**config.mk**
```make
export PLATFORM = sky130hd
export DESIGN_NAME = dual_wiper_serial_port
export DESIGN_NICKNAME = d
export VERILOG_FILES = /design/src/rtl/dwp_pkg.sv /design/src/rtl/dwp_sync.sv /design/src/rtl/dwp_ctrl.sv /design/src/rtl/dwp_chain.sv /design/src/rtl/dwp_wipers.sv /design/src/rtl/dual_wiper_serial_port.sv
export SDC_FILE = /design/constraint.sdc
export NUM_CORES = 1
export LEC_CHECK = 0
export ABC_AREA = 1
export ABC_CLOCK_PERIOD_IN_PS = 1250
export BUFFER_PORTS_ARGS = -buffer_cell sky130_fd_sc_hd__buf_4
export CELL_PAD_IN_SITES_DETAIL_PLACEMENT = 1
export CELL_PAD_IN_SITES_GLOBAL_PLACEMENT = 2
export CORE_UTILIZATION = 35
export DETAILED_ROUTE_END_ITERATION = 12
export PLACE_DENSITY_LB_ADDON = 0.1
export SYNTH_ARGS = -nofsm -noshare
export SYNTH_HDL_FRONTEND = slang
export SYNTH_SLANG_ARGS = --single-unit
```
**constraint.sdc**
```tcl
create_clock -name clk -period 1.25 [get_ports clk]
set_input_delay 0.125 -clock clk [delete_from_list [all_inputs] [get_ports clk]]
set_output_delay 0.125 -clock clk [all_outputs]
set_load 0.02 [all_outputs]
```
**src/rtl/dwp_pkg.sv**
```systemverilog
package dwp_pkg;

    typedef enum logic [2:0] {
        ST_IDLE,
        ST_ARMED,
        ST_SHIFT,
        ST_HIGH,
        ST_COMMIT
    } port_state_t;

endpackage

```
**src/rtl/dwp_sync.sv**
```systemverilog
module dwp_sync #(
    parameter int W      = 3,
    parameter int STAGES = 2
) (
    input  logic         clk,
    input  logic         rst_n,
    input  logic [W-1:0] d,
    output logic [W-1:0] q
);

    for (genvar g = 0; g < W; g++) begin : g_bit
        logic [STAGES-1:0] pipe;

        always_ff @(posedge clk or negedge rst_n) begin
            if (!rst_n) begin
                pipe <= '0;
            end else begin
                pipe <= (pipe << 1) | STAGES'(d[g]);
            end
        end

        assign q[g] = pipe[STAGES-1];
    end

endmodule

```
**src/rtl/dwp_ctrl.sv**
```systemverilog
module dwp_ctrl
    import dwp_pkg::*;
(
    input  logic        clk,
    input  logic        rst_n,
    input  logic        en_s,
    input  logic        sclk_s,
    output logic        shift_en,
    output logic        commit_en,
    output port_state_t state
);

    port_state_t state_nx;

    // next-state choice
    always_comb begin
        state_nx = state;
        unique case (state)
            ST_IDLE: begin
                if (en_s) state_nx = sclk_s ? ST_HIGH : ST_ARMED;
            end
            ST_ARMED: begin
                if (!en_s)       state_nx = ST_COMMIT;
                else if (sclk_s) state_nx = ST_SHIFT;
            end
            ST_SHIFT: begin
                if (!en_s)       state_nx = ST_COMMIT;
                else if (sclk_s) state_nx = ST_HIGH;
                else             state_nx = ST_ARMED;
            end
            ST_HIGH: begin
                if (!en_s)        state_nx = ST_COMMIT;
                else if (!sclk_s) state_nx = ST_ARMED;
            end
            ST_COMMIT: begin
                if (en_s) state_nx = sclk_s ? ST_HIGH : ST_ARMED;
                else      state_nx = ST_IDLE;
            end
            default: state_nx = ST_IDLE;
        endcase
    end

    // state register
    always_ff @(posedge clk or negedge rst_n) begin
        if (!rst_n) state <= ST_IDLE;
        else        state <= state_nx;
    end

    // outputs
    always_comb begin
        shift_en  = 1'b0;
        commit_en = 1'b0;
        unique case (state)
            ST_SHIFT:  shift_en  = 1'b1;
            ST_COMMIT: commit_en = 1'b1;
            default: ;
        endcase
    end

endmodule

```
**src/rtl/dwp_chain.sv**
```systemverilog
module dwp_chain #(
    parameter int FRAME_W = 17
) (
    input  logic               clk,
    input  logic               rst_n,
    input  logic               shift_en,
    input  logic               din,
    output logic [FRAME_W-1:0] chain_q
);

    // new bits enter at stage 0 and travel toward the far stage
    always_ff @(posedge clk or negedge rst_n) begin
        if (!rst_n)        chain_q <= '0;
        else if (shift_en) chain_q <= {chain_q[FRAME_W-2:0], din};
    end

endmodule

```
**src/rtl/dwp_wipers.sv**
```systemverilog
module dwp_wipers #(
    parameter int POT_W   = 8,
    parameter int FRAME_W = 2 * POT_W + 1
) (
    input  logic               clk,
    input  logic               rst_n,
    input  logic               commit_en,
    input  logic [FRAME_W-1:0] chain_q,
    output logic [POT_W-1:0]   wiper0_code,
    output logic [POT_W-1:0]   wiper1_code,
    output logic               stack_sel,
    output logic [POT_W-1:0]   stacked_code
);

    always_ff @(posedge clk or negedge rst_n) begin
        if (!rst_n) begin
            stack_sel   <= 1'b0;
            wiper1_code <= '0;
            wiper0_code <= '0;
        end else if (commit_en) begin
            stack_sel   <= chain_q[FRAME_W-1];
            wiper1_code <= chain_q[2*POT_W-1:POT_W];
            wiper0_code <= chain_q[POT_W-1:0];
        end
    end

    assign stacked_code = stack_sel ? wiper1_code : wiper0_code;

endmodule

```
**src/rtl/dual_wiper_serial_port.sv**
```systemverilog
module dual_wiper_serial_port
    import dwp_pkg::*;
#(
    parameter int POT_W       = 8,
    parameter int SYNC_STAGES = 2
) (
    input  logic             clk,
    input  logic             rst_n,
    input  logic             ser_en,
    input  logic             ser_clk,
    input  logic             ser_din,
    output logic             ser_dout,
    output logic [POT_W-1:0] wiper0_code,
    output logic [POT_W-1:0] wiper1_code,
    output logic             stack_sel,
    output logic [POT_W-1:0] stacked_code
);

    localparam int FRAME_W = 2 * POT_W + 1;

    logic [2:0]         sync_q;
    logic               en_s;
    logic               sclk_s;
    logic               din_s;
    logic               shift_en;
    logic               commit_en;
    port_state_t        state;
    logic [FRAME_W-1:0] chain_q;

    dwp_sync #(.W(3), .STAGES(SYNC_STAGES)) u_sync (
        .clk   (clk),
        .rst_n (rst_n),
        .d     ({ser_din, ser_clk, ser_en}),
        .q     (sync_q)
    );

    assign en_s   = sync_q[0];
    assign sclk_s = sync_q[1];
    assign din_s  = sync_q[2];

    dwp_ctrl u_ctrl (
        .clk       (clk),
        .rst_n     (rst_n),
        .en_s      (en_s),
        .sclk_s    (sclk_s),
        .shift_en  (shift_en),
        .commit_en (commit_en),
        .state     (state)
    );

    dwp_chain #(.FRAME_W(FRAME_W)) u_chain (
        .clk      (clk),
        .rst_n    (rst_n),
        .shift_en (shift_en),
        .din      (din_s),
        .chain_q  (chain_q)
    );

    assign ser_dout = chain_q[FRAME_W-1];

    dwp_wipers #(.POT_W(POT_W), .FRAME_W(FRAME_W)) u_wipers (
        .clk          (clk),
        .rst_n        (rst_n),
        .commit_en    (commit_en),
        .chain_q      (chain_q),
        .wiper0_code  (wiper0_code),
        .wiper1_code  (wiper1_code),
        .stack_sel    (stack_sel),
        .stacked_code (stacked_code)
    );

endmodule

```
Word level (Yosys, flattened, before mapping)
Index checks and enable logic that the tools add are counted.
{"block": "op_classes", "n_reduce_logical": 2, "muxes": 12, "eq_ne": 7, "bitwise": 3}
{"operator": "3-bit 2-to-1 mux", "count": 6}
{"operator": "3-bit case mux with 5 select lines", "count": 1}
{"operator": "8-bit 2-to-1 mux", "count": 1}
{"operator": "3-bit by 2-bit == test with 1-bit output (second input constant)", "count": 2}
{"operator": "3-bit != test (second input constant)", "count": 2}
{"operator": "2-bit by 1-bit OR with 2-bit output", "count": 3}
{"operator": "2-bit 2-to-1 mux", "count": 2}
{"operator": "3-bit by 1-bit == test with 1-bit output (second input constant)", "count": 1}
{"operator": "3-bit == test (second input constant)", "count": 1}
{"operator": "3-bit zero test", "count": 1}
{"operator": "3-bit AND reduction", "count": 1}
{"operator": "1-bit 2-to-1 mux", "count": 2}
{"operator": "2-bit != test (second input constant)", "count": 1}
{"block": "totals", "regBits": 43}

Depth between registers and ports, before layout
{"block": "depth", "depth_word": 3, "mapped_depth": 8, "mapped_depth_nobuf": 8}

Cells and area by module
From an unflattened synthesis, not the netlist that was laid out.
{"block": "unflattened", "cells_unflattened": 220, "area_unflattened_um2": 1954.4}
{"mod": "dwp_wipers", "cells_each": 98, "seq_area_each_um2": 425.4, "area_each_um2": 819.5, "n_inst": 1}
{"mod": "dwp_chain", "cells_each": 72, "seq_area_each_um2": 425.4, "area_each_um2": 720.7, "n_inst": 1}
{"mod": "dwp_ctrl", "cells_each": 41, "seq_area_each_um2": 75.1, "area_each_um2": 241.5, "n_inst": 1}
{"mod": "dwp_sync", "cells_each": 9, "seq_area_each_um2": 150.1, "area_each_um2": 172.7, "n_inst": 1}

Worst setup path after synthesis
OpenSTA, ideal clock, no wires.
{"block": "synth_timing", "kind": "register -> output", "start": "register u_wipers.stack_sel", "end": "output port stacked_code[0]", "arrival_time_ns": 1.060, "path_slack_ns": 0.065, "path_stages_with_launch": 3, "path_cell_list": "dfrtp_1 buf_2 mux2_2"}
{"block": "synth_via", "elab_chain_cells": 1}
{"item": "start: declaration", "line": "dwp_wipers.sv:11", "source": "output logic stack_sel,"}
{"item": "start signal: assignment", "line": "dwp_wipers.sv:21", "source": "stack_sel <= chain_q[FRAME_W-1];"}
{"item": "8-bit 2-to-1 mux", "line": "dwp_wipers.sv:27", "source": "assign stacked_code = stack_sel ? wiper1_code : wiper0_code;"}
{"item": "end: declaration", "line": "dual_wiper_serial_port.sv:16", "source": "output logic [POT_W-1:0] stacked_code"}
No other way between the ends.

Final worst setup path
Same ends and word-level chain as after synthesis.

==> impl_metrics.yaml <==
timing:
  rsz0062_at_grt: "yes"
  setup_viol: 8
  hold_viol: 0
  slew_headroom_pct: 64.0
  fin_crit_ns: 1.43
  worstMarginPinSlew_ns: 0.540
  fin_skew_ns: 0.0103
  clock.fmax_ghz: 0.698
  period_share_pct: 115
  fin_ws_ns: -0.183
  drv_slew: 0
layout:
  final_nets: 224
  final_cells: 287
  finalInstanceArea_um2: 2410
  layout_common_cells: "nand2_1, dfrtp_1, buf_4"
  nFillCells: 560
  final_common_cell: "nand2_1"
  area_growth_pct: 31.5
  layout-drive-gt1-share_pct: 33.6
  antenna_cells: 0
floorplan:
  fp.dieH_um: 74.3
  initial_core_util_pct: 37.5
  core_area_um2: 4880
  io_pins: 31
  dieWidth_um: 74.3
  die_area_um2: 5530
  fp-row-count: 25
power:
  p_sw_uw: 1860
  p_leak_uw: 0.00118
  pwr-share-clk_pct: 24.3
  power_density_nw_per_um2: 2180
  p_comb_share_pct: 38.4
  p_sw_share_pct: 35.3
  peakVddDrop_v: 0.000983
  p_int_uw: 3400
  p_seq_share_pct: 37.3
routing:
  ant_nets: 0
  wirelength_um: 3760
  initialDrtViolationCount: 42
  wl_per_cell_um: 13.1
  vias: 1310
  via_per_inst: 4.56
  drc: 0
  dr.pass1.iters: 4
setup_path:
  path_buf_inv: 2
  cp_data_required_time_ns: 1.12
  worst_path_dominant_cell_family: "flip-flops"
  cp_max_fo: 7
  cp_cell_sequence: "buf_12 > mux2_4 > buf_6"
  arrival_ns: 1.31
  worstSetupPathType: "flip-flop to output port"
  start_kind: "flip-flop"
  slowest_delay_ns: 0.42
  crit_path_end_kind: "output port"
  crit_path_top_delay_cell: "dfrtp_1"
placed_design:
  dp.final_hpwl_um: 2600
  dp.cells: 274
  dpl_cell_area_um2: 2160
  portBuffers: 30
  gp_congestion: 0.843
grt:
  grt_pass1_vias: 1343
  overflow: 0
  grt_pass1_wl_um: 6480
  grt_max_degree: 44
  grt_usage_pct: 16.0
  antenna_found_initial: 0
synthesis:
  synthMuxAreaShare_pct: 4.92
  ys.warnings.count: 0
  synth-simple-area-share_pct: 14.3
  syn_inst: 178
  synth_area_per_cell_um2: 10.3
  syn_nets: 183
  synth_cell_types: 17
  ys_seq_area_share_pct: 58.7
  synth_xor_area_share_pct: 0
  ys_ff_latch: 43
  synth-adder-area-share_pct: 0
  synthTopCellsByArea: "dfrtp_1, nand2_1, o21ai_2"
  yosys.area.top_type: "dfrtp_1"
  syn-cell-area_um2: 1830
  synth_top_area_share_pct: 58.7
  synth_top_family_by_area: "simple AND/OR/NAND/NOR gates"
  synth_compound_gate_area_share_pct: 13.1
cts:
  path_clk_slew_ns: 0.09
  cts_max_level: 2
  cts_inserted_buffers: 5
  cts.sinks: 43
  cts_buffer_depth: 2
  root_buffer: "clkbuf_8"
  tritoncts: "yes"
  clk_latency_ns: 0.29
worst_hold_path:
  worst_hold_path_type: "input pin to async pin"
outcome:
  status: "finished with violations"
  violations: "negative setup slack"
flow_run:
  maxCapViolCount: 0
## synthesized netlist by cell type, drive strengths merged
cell / count
a21oi: 2
buf: 7
dfrtp: 43
inv: 24
mux2: 8
nand2: 49
nand3: 4
nor2: 7
nor3: 1
o21ai: 32
o22ai: 1
## per-stage QoR
| step | worst slack, ns | total power (uW) | util [%] | TNS [ns] | hold slack (ns) |
|---|---|---|---|---|---|
| 6_report | -0.183 | 5260 | 49.4 | -1.39 | 0.348 |
| 5_1_grt | -0.233 | 5620 | 49.4 | -1.83 | 0.372 |
| 4_1_cts | -0.206 | 5320 | 49.2 | -1.57 | 0.356 |
| 3_5_place_dp | 0.0482 | 3870 | 44.3 | 0 | 0.153 |
| 3_3_place_gp | 0.103 | 3800 | 44.3 | 0 | 0.149 |
| 2_1_floorplan | 0.0653 | 3210 | - | 0 | -0.171 |
## cell type report
| cell class | instances | area, um^2 | share of cell area, % |
|---|---|---|---|
| sequential | 43 | 1080 | 44.7 |
| multi-input combinational | 104 | 623 | 25.9 |
| timing repair buffer | 41 | 402 | 16.7 |
| inverter | 24 | 90.1 | 3.74 |
| tap | 67 | 83.8 | 3.48 |
| clock buffer | 6 | 72.6 | 3.01 |
| clock inverter | 2 | 60.1 | 2.49 |
## path summary, 6_finish.rpt
| kind | end | slack [ns] | startpoint | cells past startpoint |
|---|---|---|---|---|
| worst max-delay path | stacked_code[0] | -0.18 | u_wipers.stack_sel | 3 |
| worst min-delay path | u_chain.chain_q[0] | 0.35 | rst_n | 2 |
| worst max register to register | u_ctrl.state[0] | 0.04 | u_ctrl.state[1] | 6 |
| worst min register to register | u_sync.g_bit[2].pipe[1] | 0.35 | u_sync.g_bit[2].pipe[0] | 0 |
| max in group asynchronous | u_ctrl.state[1] | 0.49 | rst_n | 2 |
| min in group clk | u_sync.g_bit[2].pipe[1] | 0.35 | u_sync.g_bit[2].pipe[0] | 0 |
## power by group through the flow
stage               combinational (uW)  sequential [uW]  clock, uW
CTS                               2030             1970       1320
detailed placement                1890             1980          0
global route                      2250             2010       1360
global placement                  1840             1970          0
finish                            2020             1960       1280
floorplan                         1130             2090          0
## flip-flops by register name (all words and copies together), names as in the netlist
| signal | flops |
|---|---|
| u_sync.g_bit.pipe | 6 |
| u_chain.chain_q | 17 |
| u_wipers.stack_sel | 1 |
| u_wipers.wiper0_code | 8 |
| u_wipers.wiper1_code | 8 |
| u_ctrl.state | 3 |
## logic make-up after synthesis
group                  after synthesis
DFF                                 43
muxes                                8
buffers and inverters               31
and+or+nand+nor                     61
AOI/OAI and AO/OA                   35
## metal layers
layer / wire length [um] / global-route usage, % / vias up
met4: 55 / 5.66 / 0
met2: 1790 / 25.4 / 22
li1: - / - / 641
met5: 0 / 0 / -
met3: 117 / 3.79 / 6
met1: 1800 / 21.4 / 641
## timing repair
item                                    4_1_cts  5_1_grt
hold buffers                                  4        0
resized for setup                            17        2
pin swaps                                     0        1
buffers inserted                              0        1
hold endpoints to repair                     46        0
endpoints found under the setup margin        8       25
No activity file was read; power rests on OpenSTA's default activity.
